--- config.mk ---
export PLATFORM = sky130hd
export DESIGN_NAME = cyc_filter_counter
export DESIGN_NICKNAME = d
export VERILOG_FILES = /design/src/rtl/cfc_pkg.sv /design/src/rtl/cfc_filter_reg.sv /design/src/rtl/cfc_gate.sv /design/src/rtl/cfc_counter.sv /design/src/rtl/cyc_filter_counter.sv
export SDC_FILE = /design/constraint.sdc
export NUM_CORES = 1
export LEC_CHECK = 0
export BUFFER_PORTS_ARGS = -buffer_cell sky130_fd_sc_hd__buf_4
export CAP_MARGIN = 15
export CORE_ASPECT_RATIO = 0.6
export CORE_MARGIN = 5
export CORE_UTILIZATION = 53
export DETAILED_ROUTE_END_ITERATION = 10
export GPL_ROUTABILITY_DRIVEN = 0
export PLACE_DENSITY_LB_ADDON = 0.15
export SLEW_MARGIN = 20
export SYNTH_ARGS = -nofsm -noshare
export SYNTH_HDL_FRONTEND = slang
export SYNTH_SLANG_ARGS = --single-unit
--- constraint.sdc ---
create_clock -name clk -period 3.35 [get_ports clk]
set_input_delay 0.335 -clock clk [delete_from_list [all_inputs] [get_ports clk]]
set_output_delay 0.335 -clock clk [all_outputs]
set_load 0.01 [all_outputs]
--- src/rtl/cfc_pkg.sv ---
package cfc_pkg;
  localparam int DATA_W  = 32;
  localparam int BIT_P   = 31;
  localparam int BIT_U   = 30;
  localparam int BIT_NSK = 29;
  localparam int BIT_NSU = 28;
  localparam int BIT_NSH = 27;
  localparam int BIT_RLU = 21;

  localparam logic [DATA_W-1:0] FILT_KEEP =
      (DATA_W'(1) << BIT_P)   | (DATA_W'(1) << BIT_U)   |
      (DATA_W'(1) << BIT_NSK) | (DATA_W'(1) << BIT_NSU) |
      (DATA_W'(1) << BIT_NSH) | (DATA_W'(1) << BIT_RLU);

  typedef enum logic [1:0] {
    SEC_SECURE = 2'd0,
    SEC_NONSEC = 2'd1,
    SEC_REALM  = 2'd2,
    SEC_SPARE  = 2'd3
  } sec_e;

  typedef enum logic [1:0] {
    SEL_FILT = 2'd0,
    SEL_CLO  = 2'd1,
    SEL_CHI  = 2'd2,
    SEL_NONE = 2'd3
  } sel_e;

  typedef struct packed {
    logic p;
    logic u;
    logic nsk;
    logic nsu;
    logic nsh;
    logic rlu;
  } filt_t;
endpackage

--- src/rtl/cfc_filter_reg.sv ---
module cfc_filter_reg
  import cfc_pkg::*;
#(
  parameter int DW = DATA_W
) (
  input  logic          clk,
  input  logic          rst,
  input  logic          we,
  input  logic [DW-1:0] wdata,
  output logic [DW-1:0] image,
  output filt_t         fields
);
  logic [DW-1:0] held_q;

  always_ff @(posedge clk) begin
    if (rst)     held_q <= '0;
    else if (we) held_q <= wdata & FILT_KEEP;
  end

  assign image  = held_q;
  assign fields = '{p:   held_q[BIT_P],   u:   held_q[BIT_U],
                    nsk: held_q[BIT_NSK], nsu: held_q[BIT_NSU],
                    nsh: held_q[BIT_NSH], rlu: held_q[BIT_RLU]};


  filt_load_chk: assert property (@(posedge clk) disable iff (rst)
    ($past(we) && !$past(rst)) |-> (held_q == ($past(wdata) & FILT_KEEP)));
endmodule

--- src/rtl/cfc_gate.sv ---
module cfc_gate
  import cfc_pkg::*;
(
  input  filt_t      f,
  input  logic [1:0] el,
  input  logic [1:0] sec,
  input  logic       el3_narrow,
  output logic       allow
);
  sec_e st;
  logic block;

  assign st = sec_e'(sec);

  always_comb begin
    block = 1'b0;
    unique case (el)
      2'd0: begin
        unique case (st)
          SEC_NONSEC: block = f.u ^ f.nsu;
          SEC_REALM:  block = f.u ^ f.rlu;
          default:    block = f.u;
        endcase
      end
      2'd1:    block = (st == SEC_NONSEC) ? (f.p ^ f.nsk) : f.p;
      2'd2:    block = !f.nsh;
      default: block = el3_narrow & f.p;
    endcase
  end

  assign allow = !block;
endmodule

--- src/rtl/cfc_counter.sv ---
module cfc_counter #(
  parameter int CW = 64,
  parameter int DW = 32
) (
  input  logic          clk,
  input  logic          rst,
  input  logic          inc,
  input  logic          wr_lo,
  input  logic          wr_hi,
  input  logic [DW-1:0] wdata,
  output logic [CW-1:0] value
);
  localparam int HW = CW - DW;

  logic [CW-1:0] cnt_q;

  generate
    if (HW > 0) begin : g_split
      always_ff @(posedge clk) begin
        if (rst)        cnt_q <= '0;
        else if (wr_lo) cnt_q <= {cnt_q[CW-1:DW], wdata};
        else if (wr_hi) cnt_q <= {wdata[HW-1:0], cnt_q[DW-1:0]};
        else if (inc)   cnt_q <= cnt_q + CW'(1);
      end
    end else begin : g_single
      always_ff @(posedge clk) begin
        if (rst)        cnt_q <= '0;
        else if (wr_lo) cnt_q <= wdata[CW-1:0];
        else if (inc)   cnt_q <= cnt_q + CW'(1);
      end
    end
  endgenerate

  assign value = cnt_q;


  inc_step_chk: assert property (@(posedge clk) disable iff (rst)
    (!$past(rst) && $past(inc) && !$past(wr_lo) && !$past(wr_hi))
      |-> (cnt_q == $past(cnt_q) + CW'(1)));

  idle_hold_chk: assert property (@(posedge clk) disable iff (rst)
    (!$past(rst) && !$past(inc) && !$past(wr_lo) && !$past(wr_hi))
      |-> $stable(cnt_q));

  wr_lo_chk: assert property (@(posedge clk) disable iff (rst)
    (!$past(rst) && $past(wr_lo)) |-> (cnt_q[DW-1:0] == $past(wdata)));
endmodule

--- src/rtl/cyc_filter_counter.sv ---
module cyc_filter_counter
  import cfc_pkg::*;
#(
  parameter int CNT_W = 64,
  parameter int DW    = DATA_W
) (
  input  logic             clk,
  input  logic             rst,
  input  logic [1:0]       el_i,
  input  logic [1:0]       sec_i,
  input  logic             el3_narrow_i,
  input  logic             cnt_en_i,
  input  logic             wr_en_i,
  input  logic [1:0]       wr_sel_i,
  input  logic [DW-1:0]    wr_data_i,
  input  logic [1:0]       rd_sel_i,
  output logic [DW-1:0]    rd_data_o,
  output logic [CNT_W-1:0] count_o
);
  localparam int HI_W = CNT_W - DW;

  sel_e          wsel, rsel;
  filt_t         fl;
  logic [DW-1:0] filt_img;
  logic          allow;
  logic          wr_filt, wr_lo, wr_hi;
  logic [DW-1:0] rd_next;

  assign wsel    = sel_e'(wr_sel_i);
  assign rsel    = sel_e'(rd_sel_i);
  assign wr_filt = wr_en_i && (wsel == SEL_FILT);
  assign wr_lo   = wr_en_i && (wsel == SEL_CLO);
  assign wr_hi   = wr_en_i && (wsel == SEL_CHI);

  cfc_filter_reg #(.DW(DW)) u_filt (
    .clk(clk), .rst(rst), .we(wr_filt), .wdata(wr_data_i),
    .image(filt_img), .fields(fl)
  );

  cfc_gate u_gate (
    .f(fl), .el(el_i), .sec(sec_i), .el3_narrow(el3_narrow_i), .allow(allow)
  );

  cfc_counter #(.CW(CNT_W), .DW(DW)) u_cnt (
    .clk(clk), .rst(rst), .inc(cnt_en_i && allow),
    .wr_lo(wr_lo), .wr_hi(wr_hi), .wdata(wr_data_i), .value(count_o)
  );

  always_comb begin
    unique case (rsel)
      SEL_FILT: rd_next = filt_img;
      SEL_CLO:  rd_next = count_o[DW-1:0];
      SEL_CHI:  rd_next = DW'(count_o[CNT_W-1:CNT_W-HI_W]);
      default:  rd_next = '0;
    endcase
  end

  always_ff @(posedge clk) begin
    if (rst) rd_data_o <= '0;
    else     rd_data_o <= rd_next;
  end


  rd_rsv_chk: assert property (@(posedge clk) disable iff (rst)
    (!$past(rst) && ($past(rd_sel_i) == 2'd0))
      |-> ((rd_data_o & ~FILT_KEEP) == '0));

  el2_block_chk: assert property (@(posedge clk) disable iff (rst)
    (el_i == 2'd2 && !fl.nsh && !wr_lo && !wr_hi) |=> $stable(count_o));

  en_off_chk: assert property (@(posedge clk) disable iff (rst)
    (!cnt_en_i && !wr_lo && !wr_hi) |=> $stable(count_o));
endmodule

Word-level counts from Yosys, hierarchy flattened
Index checks and enable logic that the tools add are counted.
Storage, ports and cells
  bits in read-only memories: 0
  bits in registers: 102
  word-level logic and storage cells: 39
  memories kept: 0
  bits in writable memories: 0
  latch bits: 0
  input port bits: 45
Operators by class
  reductions and logical operators: 13
  divide/modulo/power cells: 0
  bitwise operators: 5
  order comparisons: 0
  multiply operators: 0
  $add $sub $neg: 1
  eq/ne operators: 9
  mux-type cells: 7
  shift operators: 0
Operators with widths (number)
  $mux W64: 2
  $pmux W32 S3: 1
  $add A64 B1 Y64 const B: 1
  $mux W32: 1
  $eq A2 B1 Y1 const B: 4
  $eq A2 B2 Y1 const B: 4
  $logic_not A2 Y1: 3
  $logic_and A1 B1 Y1: 4
  $reduce_and A2 Y1: 2
  $reduce_bool A2 Y1: 2
  $pmux W1 S3: 1
  $xor A1 B1 Y1: 3
  $logic_not A1 Y1: 2
  $ne A2 B1 Y1 const B: 1
  $pmux W1 S2: 1
  $and A1 B1 Y1: 1
  $mux W1: 1
  $not A1 Y1: 1

Logic depth before layout (Yosys ltp)
Gate-level depths: netlist (run 1).
  word-level depth: 8
  depth in mapped cells: 9

Modules after synthesis
From an unflattened synthesis (run 1), not the netlist that was laid out.
Second synthesis, totals
  cell total of the unflattened synthesis: 807
  area total of the unflattened synthesis: 6647.6 um2
Modules (own cells, without submodules)
  cfc_counter: sequential area each 1281.2 um2, instances 1, area an instance 4164.0 um2, cells each 560
  cyc_filter_counter: sequential area each 640.6 um2, instances 1, area an instance 1931.9 um2, cells each 184
  cfc_filter_reg: sequential area each 120.1 um2, instances 1, area an instance 457.9 um2, cells each 52
  cfc_gate: sequential area each 0.0 um2, instances 1, area an instance 93.8 um2, cells each 11

Least setup slack after synthesis (run 1)
Ideal clock, no wire load.
  kind: in2reg
  from: in sec_i[0]
  to: reg u_cnt.cnt_q[53] (netlist: u_cnt.value[53])
  required time: 3259 ps
  path buffers: 1
  arrival: 2415 ps
  setup slack: 844 ps
  stages: 9
  cells stage by stage: inv_1 ha_1 mux2i_1 nor4b_1 a211oi_1 or4_1 buf_2 or3_1 a311oi_1
On the way
  cells in the longest elaborated chain, start to end: 7
  elaborated cells on any way between the ends: 9
RTL lines
  from (decl): RTL line cyc_filter_counter.sv:10  | input logic [1:0] sec_i,
  $eq A2 B2 Y1 / $eq A2 B1 Y1 (equally long branches): RTL line cfc_gate.sv:19, cfc_gate.sv:25
  $pmux W1 S2 / $mux W1 (equally long branches): RTL line cfc_gate.sv:19, cfc_gate.sv:25
  $pmux W1 S3 *: RTL line cfc_gate.sv:17  | unique case (el)
  $logic_not A1 Y1 *: RTL line cfc_gate.sv:31  | assign allow = !block;
  $logic_and A1 B1 Y1 *: RTL line cyc_filter_counter.sv:45  | .clk(clk), .rst(rst), .inc(cnt_en_i && allow),
  $reduce_bool A2 Y1 (no source line) *
  $reduce_and A2 Y1 (no source line) *
  to (signal assigned): RTL line cfc_counter.sv:21  | else if (wr_lo) cnt_q <= {cnt_q[CW-1:DW], wdata};
  to (signal assigned): RTL line cfc_counter.sv:22  | else if (wr_hi) cnt_q <= {wdata[HW-1:0], cnt_q[DW-1:0]};
  to (signal assigned): RTL line cfc_counter.sv:23  | else if (inc) cnt_q <= cnt_q + CW'(1);
  to (decl): RTL line cfc_counter.sv:15  | logic [CW-1:0] cnt_q;
Every way passes the cells marked *; elsewhere a longest branch is shown, timed or not.
A chain may end at the register's enable or synchronous reset.

Worst setup path in the final report (run 1)
  from: reg u_cnt.cnt_q[16] (netlist: u_cnt.value[16])
  to: reg u_cnt.cnt_q[57] (netlist: u_cnt.value[57])
On the way
  cells in the longest elaborated chain, start to end: 3
RTL lines (RTL line)
  $add A64 B1 Y64: cfc_counter.sv:23
  $mux W64: cfc_counter.sv:23
  $mux W64: cfc_counter.sv:22
No other way between the ends. The select of a mux whose other input is x is not followed.

==> metrics, run 1 <==
area of the multi-input gates=3196 sq um; M1 GR Usage=43.18%; gr usage total=30.17%; CP top delay family=simple AND/OR/NAND/NOR gates; initial antenna violation count=0; Unique masters post-synth=55; Avg Cell Area, Syn=7.986 sq um; Hold Violations, Final=0; CP Cell Sequence=nand4_1 > nor4_1 > nand3_1 > or4_1 > or3_1 > a311oi_1; Final Setup Violations=0; Synth Area in Simple Gates=30.42%; Async SR Flop Fraction=0%; top post-synthesis cells by area=dfxtp_1 37%, nor2_1 7.6%, xnor2_1 5.6%, a211oi_1 4.9%, nor4_1 3.9%; Seq/Total Area, Yosys=37.38%; Clk pwr share=36.9%; RSZ-0062 raised after global routing=no; Die ar.=12500 sq um; minimum clock period=2.874 ns; skew final=0.008052 ns; Combinational Power Share=15.3%; I/O Buffers=140; Layout Nets=852; vias in the first global route=5742; outcome=finished clean; DRC viols=0; Pre-Repair DR Iteration Count=5; wire length per cell=20.40 um; Worst path depth=6; adder-cell share of the synthesized area=0.6871%; post-CTS setup buffer count=0; CTS Hold Bufs=0; reg2reg start=u_cnt.value[16]; R2R Setup Slk=0.48 ns; Synth top cells by count=111 x nor2_1, 102 x dfxtp_1, 55 x nand2_1, 41 x clkbuf_1, 36 x a211oi_1; cell internal pwr=2.056 mW; Seq pwr share=47.8%; crit start category=flip-flop; Total Routed Length=19240 um; TritonCTS clock tree=built; compound-cell area share of the yosys netlist=18.05%; Die Ht=88.64 um; share of cells above drive strength 1=22.77%; # fillers=849; global-route wire length before repair=30280 um; Tcrit/Tclk final=85.79%; met2 GRT Util=44.41%; xor-xnor portion of the synthesized cell area=6.413%; register area=2042 sq um; core area=9950 sq um; CP Data Required Time=3.61 ns; FF-to-FF End=u_cnt.value[57]; CTS root buffer=clkbuf_16; fmax=348.0 MHz; Syn Std Cell Area=5463 sq um; post-CTS sizing=0; Core Rows=28; total grt overflow=0; power density over the cells=413.3 nW/um^2; Pleak=2.553 nW; syn_nets=732; crit path buf inv count=0; max capacitance violation total=0; clk_lat worst skew=0.35 ns; Slew Limit Fails=0; antenna-violating nets left=0; CP startpoint=u_cnt.value[16]; pre-CTS setup slack=0.4877 ns; worst min path class=input pin to flip-flop; Vias/cell=6.464; most common cell in the netlist=nor2_1; Max VDD drop=0.3459 mV; Critical Path Fanout Max=10; slowest CP cell=or4_1; length in cells of the worst reg-to-reg path=6; Most used DFF post-synth=dfxtp_1; largest net degree at the start of global routing=84; multiplexer share of the synthesized area=2.749%; most used routing layer=met2; Via Count=6096; met3 Resource Use GR=7.667%; HPWL Detailed=13670 um; final setup margin=0.4762 ns; EDFF count, synth=0; CTS Buf Count=9; TNS Setup=0 ns; worst stage delay on the critical path=0.59 ns; num ports=141; worst setup path end=u_cnt.value[57]; Net Switching=801.1 uW; crit path DAT=3.13 ns; H-tree depth=3; drt first-iter violations=799; CTS clk-pin slew, worst paths=0.07 ns; synth-to-layout area growth=26.55%; worst-margin pin slew=0.8505 ns; warnings from Yosys=0; Clock Path Buffers=2; max_slew headroom=43.30%; Sw Share=28.04%; Sinks on Clock Net=102; dominant cell type by area after synthesis=dfxtp_1; post-synthesis register bit count=102; top-area cell type share of the netlist area=37.38%; diodes inserted=0; Die Width=141.1 um; critical path type=flip-flop to flip-flop; Initial Util=54.90%; largest family of logic cells by synthesized area=simple AND/OR/NAND/NOR gates; Cells after Synth=684; Setup crit end kind=flip-flop
## power by group through the flow
stage	sequential (mW)	combinational [mW]	clock, mW
floorplan	1.39	0.200	0
global placement	1.38	0.421	0
detailed placement	1.39	0.428	0
CTS	1.36	0.431	1.06
global route	1.37	0.469	1.10
finish	1.37	0.438	1.05
## logic make-up after synthesis
logic type	after synthesis
buffers and inverters	60
AO/OA/AOI/OAI	143
multiplexers	15
XOR/XNOR	40
adder cells (fa/ha/maj)	3
AND/OR/NAND/NOR	321
flip-flops	102
## per-layer routing
metal  vias up  wire (um)
li1       2760          -
met1      2885       8403
met2       401       8117
met3        50       2303
met4         0        412
met5         -          0
## final cells by class
class / count / share of cell area (%)
multi-input combinational: 522 / 46.23
sequential: 102 / 29.54
timing repair buffer: 155 / 16.83
clock buffer: 11 / 3.511
tap: 135 / 2.443
inverter: 14 / 0.7602
clock inverter: 4 / 0.6878
## metrics by stage
step / hold WS (ns) / total power [mW] / utilization, % / instance area, sq um / std cells
after floorplan: 0.4412 / 1.586 / - / 5463 / 684
after global placement: 0.5107 / 1.803 / 66.56 / 6623 / 928
after detailed placement: 0.5327 / 1.815 / 66.56 / 6623 / 928
after CTS: 0.2130 / 2.849 / 69.48 / 6913 / 943
after global routing: 0.2321 / 2.947 / 69.48 / 6913 / 943
final: 0.2159 / 2.857 / 69.48 / 6913 / 943
## worst min path at each step
stage          slack (ns)          endpoint  cells after the start              from
4_1_cts              0.21   u_cnt.value[56]                      3     wr_data_i[24]
3_5_place_dp         0.53  u_filt.image[21]                      2  u_filt.image[21]
6_report             0.22   u_cnt.value[56]                      3     wr_data_i[24]
2_1_floorplan        0.44   u_cnt.value[61]                      2     wr_data_i[29]
3_3_place_gp         0.51  u_filt.image[27]                      2  u_filt.image[27]
5_1_grt              0.23   u_cnt.value[56]                      3     wr_data_i[24]
## cells in the final DEF (no fill, tap or decap), drive strengths merged, types with 27 or more instances in the layout
cell type  count
a211oi        36
nor2         111
nand4         30
a22oi         27
nor4          38
nand2         55
xnor2         35
buf          155
dfxtp        102
## flip-flops by register name (all words and copies together), names as in the netlist
signal        count
u_filt.image      6
u_cnt.value      64
rd_data_o        32
## worst register-to-register path, cell delays in order, from the launching register on
cell      delay [ns]
dfxtp_1         0.46
nand4_1         0.31
nor4_1          0.57
nand3_1         0.18
or4_1           0.59
or3_1           0.41
a311oi_1        0.26
Power figures use the tool's default switching activity.
==> run 2: changes to the inputs <==
CORE_UTILIZATION = 55   (was 53)
CTS_BUF_LIST = sky130_fd_sc_hd__clkbuf_4   (was default)
==> run 2 against run 1 <==
- setup slack got worse by 0.019 ns
- die area decreased by 3.3%
- first-iteration DRC count decreased by 1.1%
- combinational power about the same
- sequential cell count unchanged
- critical path depth unchanged
- cell count increased by 0.32%
- global-route usage increased by 0.15 points
- register-to-register slack got worse by 0.02 ns
- final area decreased by 1.9%
- clock power decreased by 37%
==> metrics, run 2 (same netlist as run 1, synthesis figures left out) <==
fmax=345.7 MHz (-0.66%); Vias/cell=6.370 (-1.5%); I/O Buffers=140 (unchanged); Min-Delay Endpoint=u_cnt.value[59]; global-route wire length before repair=29610 um (-2.2%); Die ar.=12090 sq um (-3.3%); max capacitance violation total=0 (unchanged); Setup crit end kind=flip-flop; Hold Violations, Final=0 (unchanged); power density over the cells=363.8 nW/um^2 (-12%); slowest CP cell=or4_1; minimum clock period=2.893 ns (+0.01916 ns); Slew Limit Fails=0 (unchanged); Sinks on Clock Net=102 (unchanged); Die Width=138.7 um (-1.7%); core area=9774 sq um (-1.8%); Pre-Repair DR Iteration Count=6 (+1); Critical Path Fanout Max=10 (unchanged); total grt overflow=0 (unchanged); gr usage total=30.32% (+0.15 points); Via Count=6026 (-1.1%); vias in the first global route=5632 (-1.9%); wire length per cell=19.82 um (-2.8%); num ports=141 (unchanged); Layout Nets=854 (+0.23%); Core Rows=28 (unchanged); CTS Hold Bufs=0 (unchanged); most common cell after layout, fill and taps aside=buf_4; post-CTS setup buffer count=0 (unchanged); most frequent cells in the layout=157 x buf_4, 111 x nor2_1, 102 x dfxtp_1; Min-Delay Path Depth=3 (unchanged); Final Setup Violations=0 (unchanged); CTS clk-pin slew, worst paths=0.17 ns (+0.10 ns); Max VDD drop=0.1774 mV (-49%); max reg flops=64 (unchanged); CP Data Required Time=3.75 ns (+0.14 ns); worst stage delay on the critical path=0.71 ns (+0.12 ns); diodes inserted=0 (unchanged); critical path type=flip-flop to flip-flop; HP Start=wr_data_i[27]; Tcrit/Tclk final=86.36% (+0.57 points); crit path DAT=3.30 ns (+0.17 ns); post-CTS sizing=0 (unchanged); HPWL Detailed=13430 um (-1.8%); Pleak=2.487 nW (-2.6%); Total Routed Length=18750 um (-2.5%); clk_lat worst skew=0.50 ns (+0.15 ns); total power=2.466 mW (-14%); reg2reg start=u_cnt.value[40]; crit start category=flip-flop; share of cells above drive strength 1=23.06% (+0.29 points); Initial Util=55.89% (+0.98 points); max_slew headroom=40.67% (-2.6 points); worst-margin pin slew=0.8883 ns (+0.03781 ns); Clock Path Buffers=2 (unchanged); initial antenna violation count=0 (unchanged); area of the multi-input gates=3196 sq um (unchanged); R2R Setup Slk=0.46 ns (-0.02 ns); DRC viols=0 (unchanged); largest net degree at the start of global routing=74 (-12%); register area=2042 sq um (unchanged); RSZ-0062 raised after global routing=no; # fillers=824 (-2.9%); length in cells of the worst reg-to-reg path=6 (unchanged); Worst Hold Margin=0.06777 ns (-0.1482 ns); worst min path class=input pin to flip-flop; CTS Buf Count=9 (unchanged); antenna-violating nets left=0 (unchanged); TritonCTS clock tree=built; TNS Setup=0 ns (unchanged); skew final=0.02048 ns (+0.01243 ns); FF-to-FF End=u_cnt.value[55]; drt first-iter violations=790 (-1.1%); CP Cell Sequence=nand4_2 > nor3_4 > nand4_1 > or4_1 > or3_1 > a311oi_1; H-tree depth=3 (unchanged); CTS root buffer=clkbuf_4; outcome=finished clean; synth-to-layout area growth=24.10%; Die Ht=87.20 um (-1.6%)
[run 2: metal layers]
| layer | vias to the layer above | routed length [um] | GRT usage (%) |
|---|---|---|---|
| li1 | 2758 | - | - |
| met1 | 2833 | 7985 | 42.16 |
| met2 | 391 | 8080 | 45.88 |
| met3 | 44 | 2374 | 8.996 |
| met4 | 0 | 312 | 9.147 |
| met5 | - | 0 | 0 |
[run 2: how the worst max path moves through the flow]
stage,start,endpoint,slack (ns),cells past startpoint
after floorplan,sec_i[0],u_cnt.value[53],0.84,9
final,u_cnt.value[40],u_cnt.value[55],0.46,6
after global placement,sec_i[0],u_cnt.value[51],0.50,9
after detailed placement,sec_i[0],u_cnt.value[55],0.32,9
after global routing,u_cnt.value[16],u_cnt.value[53],0.32,6
after CTS,u_cnt.value[38],u_cnt.value[55],0.53,6
[run 2: worst max-delay path: cells and delay by family, from the launching register on]
| kind | cells | cell delay (ns) |
|---|---|---|
| DFF | 1 | 0.51 |
| AOI/OAI and AO/OA | 1 | 0.26 |
| and+or+nand+nor | 5 | 2.01 |
[run 2: report_power, final]
part	total, mW	internal, mW	switching, mW	leakage, nW
registers	1.36	1.27	0.0945	0.831
logic	0.437	0.194	0.243	1.59
clock network	0.665	0.228	0.437	0.0662
[run 2: through the flow]
| stage | worst slack (ns) | cells | area [sq um] | util, % |
|---|---|---|---|---|
| after floorplan | 0.8438 | 684 | 5463 | - |
| after global placement | 0.4955 | 930 | 6638 | 67.91 |
| after detailed placement | 0.3240 | 930 | 6638 | 67.91 |
| after CTS | 0.5333 | 946 | 6779 | 69.35 |
| after global routing | 0.3171 | 946 | 6779 | 69.35 |
| final | 0.4570 | 946 | 6779 | 69.35 |
[run 2: area by class of cell]
type	count	share of cell area, %
Timing Repair Buffer	157	17.39
Clock buffer	9	0.9967
Inverter	14	0.7752
Clock inverter	7	1.089
Multi-Input combinational cell	522	47.14
Sequential cell	102	30.12
Tap cell	135	2.492
==> run 3: changes to the inputs <==
CORE_UTILIZATION = 59   (was 55)
GPL_TIMING_DRIVEN = 0   (was default)
clock period = 3.6 ns   (was 3.35 ns; I/O delays follow)
==> run 3 against run 2 <==
- setup slack worse by 0.016 ns
- sequential share of layout area is 0.067 points lower
- via count is 6.5% higher
==> metrics, run 3 (same netlist as run 1, synthesis figures left out) <==
Initial Util=60.11% (+4.2 points); Setup crit end kind=flip-flop; share of cells above drive strength 1=20.26% (-2.8 points); diodes inserted=0 (unchanged); CP Data Required Time=4.02 ns (+0.27 ns); Tcrit/Tclk final=87.76% (+1.4 points); outcome=finished clean; post-CTS sizing=0 (unchanged); worst-margin pin slew=0.9667 ns (+0.07844 ns); post-CTS setup buffer count=0 (unchanged); RSZ-0062 raised after global routing=no; vias in the first global route=6113 (+8.5%); Layout Nets=882 (+3.3%); Clk pwr share=26.6% (-0.4 points); met2 GRT Util=51.46% (+5.6 points); clk_lat worst skew=0.50 ns (about the same); Net Switching=733.0 uW (-5.3%); CTS root buffer=clkbuf_4; antenna-violating nets left=0 (unchanged); Via Count=6416 (+6.5%); Slew Limit Fails=0 (unchanged); total grt overflow=0 (unchanged); Combinational Power Share=18.5% (+0.8 points); most used routing layer=met2; num ports=141 (unchanged); Die ar.=11350 sq um (-6.2%); drt first-iter violations=999 (+26%); Pre-Repair DR Iteration Count=9 (+3); HPWL Detailed=15450 um (+15%); Sw Share=31.66% (+0.27 points); Die Width=134.2 um (-3.2%); Core Rows=27 (-3.6%); synth-to-layout area growth=24.37%; minimum clock period=3.159 ns (+0.2664 ns); max reg flops=64 (unchanged); Worst Hold Margin=0.08311 ns (+0.01534 ns); initial antenna violation count=0 (unchanged); met3 Resource Use GR=14.61% (+5.6 points); Die Ht=84.54 um (-3.1%); M1 GR Usage=49.35% (+7.2 points); crit start category=flip-flop; cell internal pwr=1.582 mW (-6.5%); most frequent cells in the layout=139 x buf_4, 111 x nor2_1, 102 x dfxtp_1; Total Routed Length=20870 um (+11%); TNS Setup=0 ns (unchanged); DRC viols=0 (unchanged); gr usage total=36.04% (+5.7 points); Clock Path Buffers=2 (unchanged); CTS clk-pin slew, worst paths=0.16 ns (about the same); Pleak=2.468 nW (-0.73%); TritonCTS clock tree=built; I/O Buffers=139 (-0.71%); largest net degree at the start of global routing=16 (-78%); max capacitance violation total=0 (unchanged); CTS Hold Bufs=0 (unchanged); CTS Buf Count=9 (unchanged); Hold Violations, Final=0 (unchanged); H-tree depth=3 (unchanged); critical path type=flip-flop to flip-flop; Max VDD drop=0.2836 mV (+60%); Critical Path Fanout Max=10 (unchanged); skew final=0.01488 ns (-0.005608 ns); most common cell after layout, fill and taps aside=buf_4; max_slew headroom=34.87% (-5.8 points); # fillers=728 (-12%); power density over the cells=340.8 nW/um^2 (-6.3%); global-route wire length before repair=32430 um (+9.5%); Seq pwr share=54.9% (-0.4 points); crit path DAT=3.58 ns (+0.28 ns); Sinks on Clock Net=102 (unchanged); Final Setup Violations=0 (unchanged); core area=9087 sq um (-7.0%); Vias/cell=6.718 (+5.5%); fmax=316.5 MHz (-8.4%); worst min path class=input pin to flip-flop; wire length per cell=21.85 um (+10%)
-- run 3: cell types whose count changed in the layout (fill, tap and decap cells not counted), sizes merged --
cell | previous run | this run
buf | 157 | 144
clkbuf | 9 | 52
clkinv | 2 | 3
clkinvlp | 3 | 1
inv | 15 | 14
-- run 3: worst paths after layout --
kind                         start                to  slack [ns]  depth (start not counted)
setup / recovery   u_cnt.value[29]   u_cnt.value[51]        0.44                          8
hold / removal       wr_data_i[31]   u_cnt.value[63]        0.08                          3
setup reg to reg   u_cnt.value[29]   u_cnt.value[51]        0.44                          8
hold reg to reg   u_filt.image[29]  u_filt.image[29]        0.57                          2
-- run 3: layout make-up --
type                    instances  area [sq um]  share of cell area, %
plain buffers                  46         182.7                  2.689
clock buffers                  11         82.58                  1.215
clock inverters                 5         50.05                 0.7366
inverters                      14         52.55                 0.7735
multi-input cells             522          3196                  47.03
flip-flops and latches        102          2042                  30.06
well taps                     116         145.1                  2.136
repair buffers                139          1044                  15.36
-- run 3: per-layer routing --
layer | vias to the layer above | wire length, um
met3 | 98 | 3488
met1 | 2937 | 8133
li1 | 2806 | -
met4 | 0 | 677
met5 | - | 0
met2 | 575 | 8571
-- run 3: power by group through the flow --
stage / logic [mW] / registers (mW) / clock network, mW
after CTS: 0.413 / 1.27 / 0.615
after global routing: 0.452 / 1.28 / 0.660
after detailed placement: 0.411 / 1.29 / 0
after floorplan: 0.186 / 1.29 / 0
after global placement: 0.399 / 1.29 / 0
final: 0.427 / 1.27 / 0.616
-- run 3: through the flow --
stage / power (mW) / utilization [%] / instance area (sq um) / instances / setup slack (ns)
after global placement: 1.685 / 73.19 / 6651 / 939 / 0.1449
after floorplan: 1.476 / - / 5463 / 684 / 1.069
final: 2.315 / 74.76 / 6794 / 955 / 0.4406
after global routing: 2.392 / 74.76 / 6794 / 955 / 0.2935
after CTS: 2.293 / 74.76 / 6794 / 955 / 0.5504
after detailed placement: 1.701 / 73.30 / 6661 / 939 / 0.5251
-- run 3: critical path, stage by stage (launching register included) --
cell and delay (ns):
dfxtp_1 0.38, buf_2 0.20, nand4_1 0.18, nor3_2 0.76
nand4_1 0.22, or4_1 0.56, buf_2 0.19, or3_1 0.36
a311oi_1 0.25
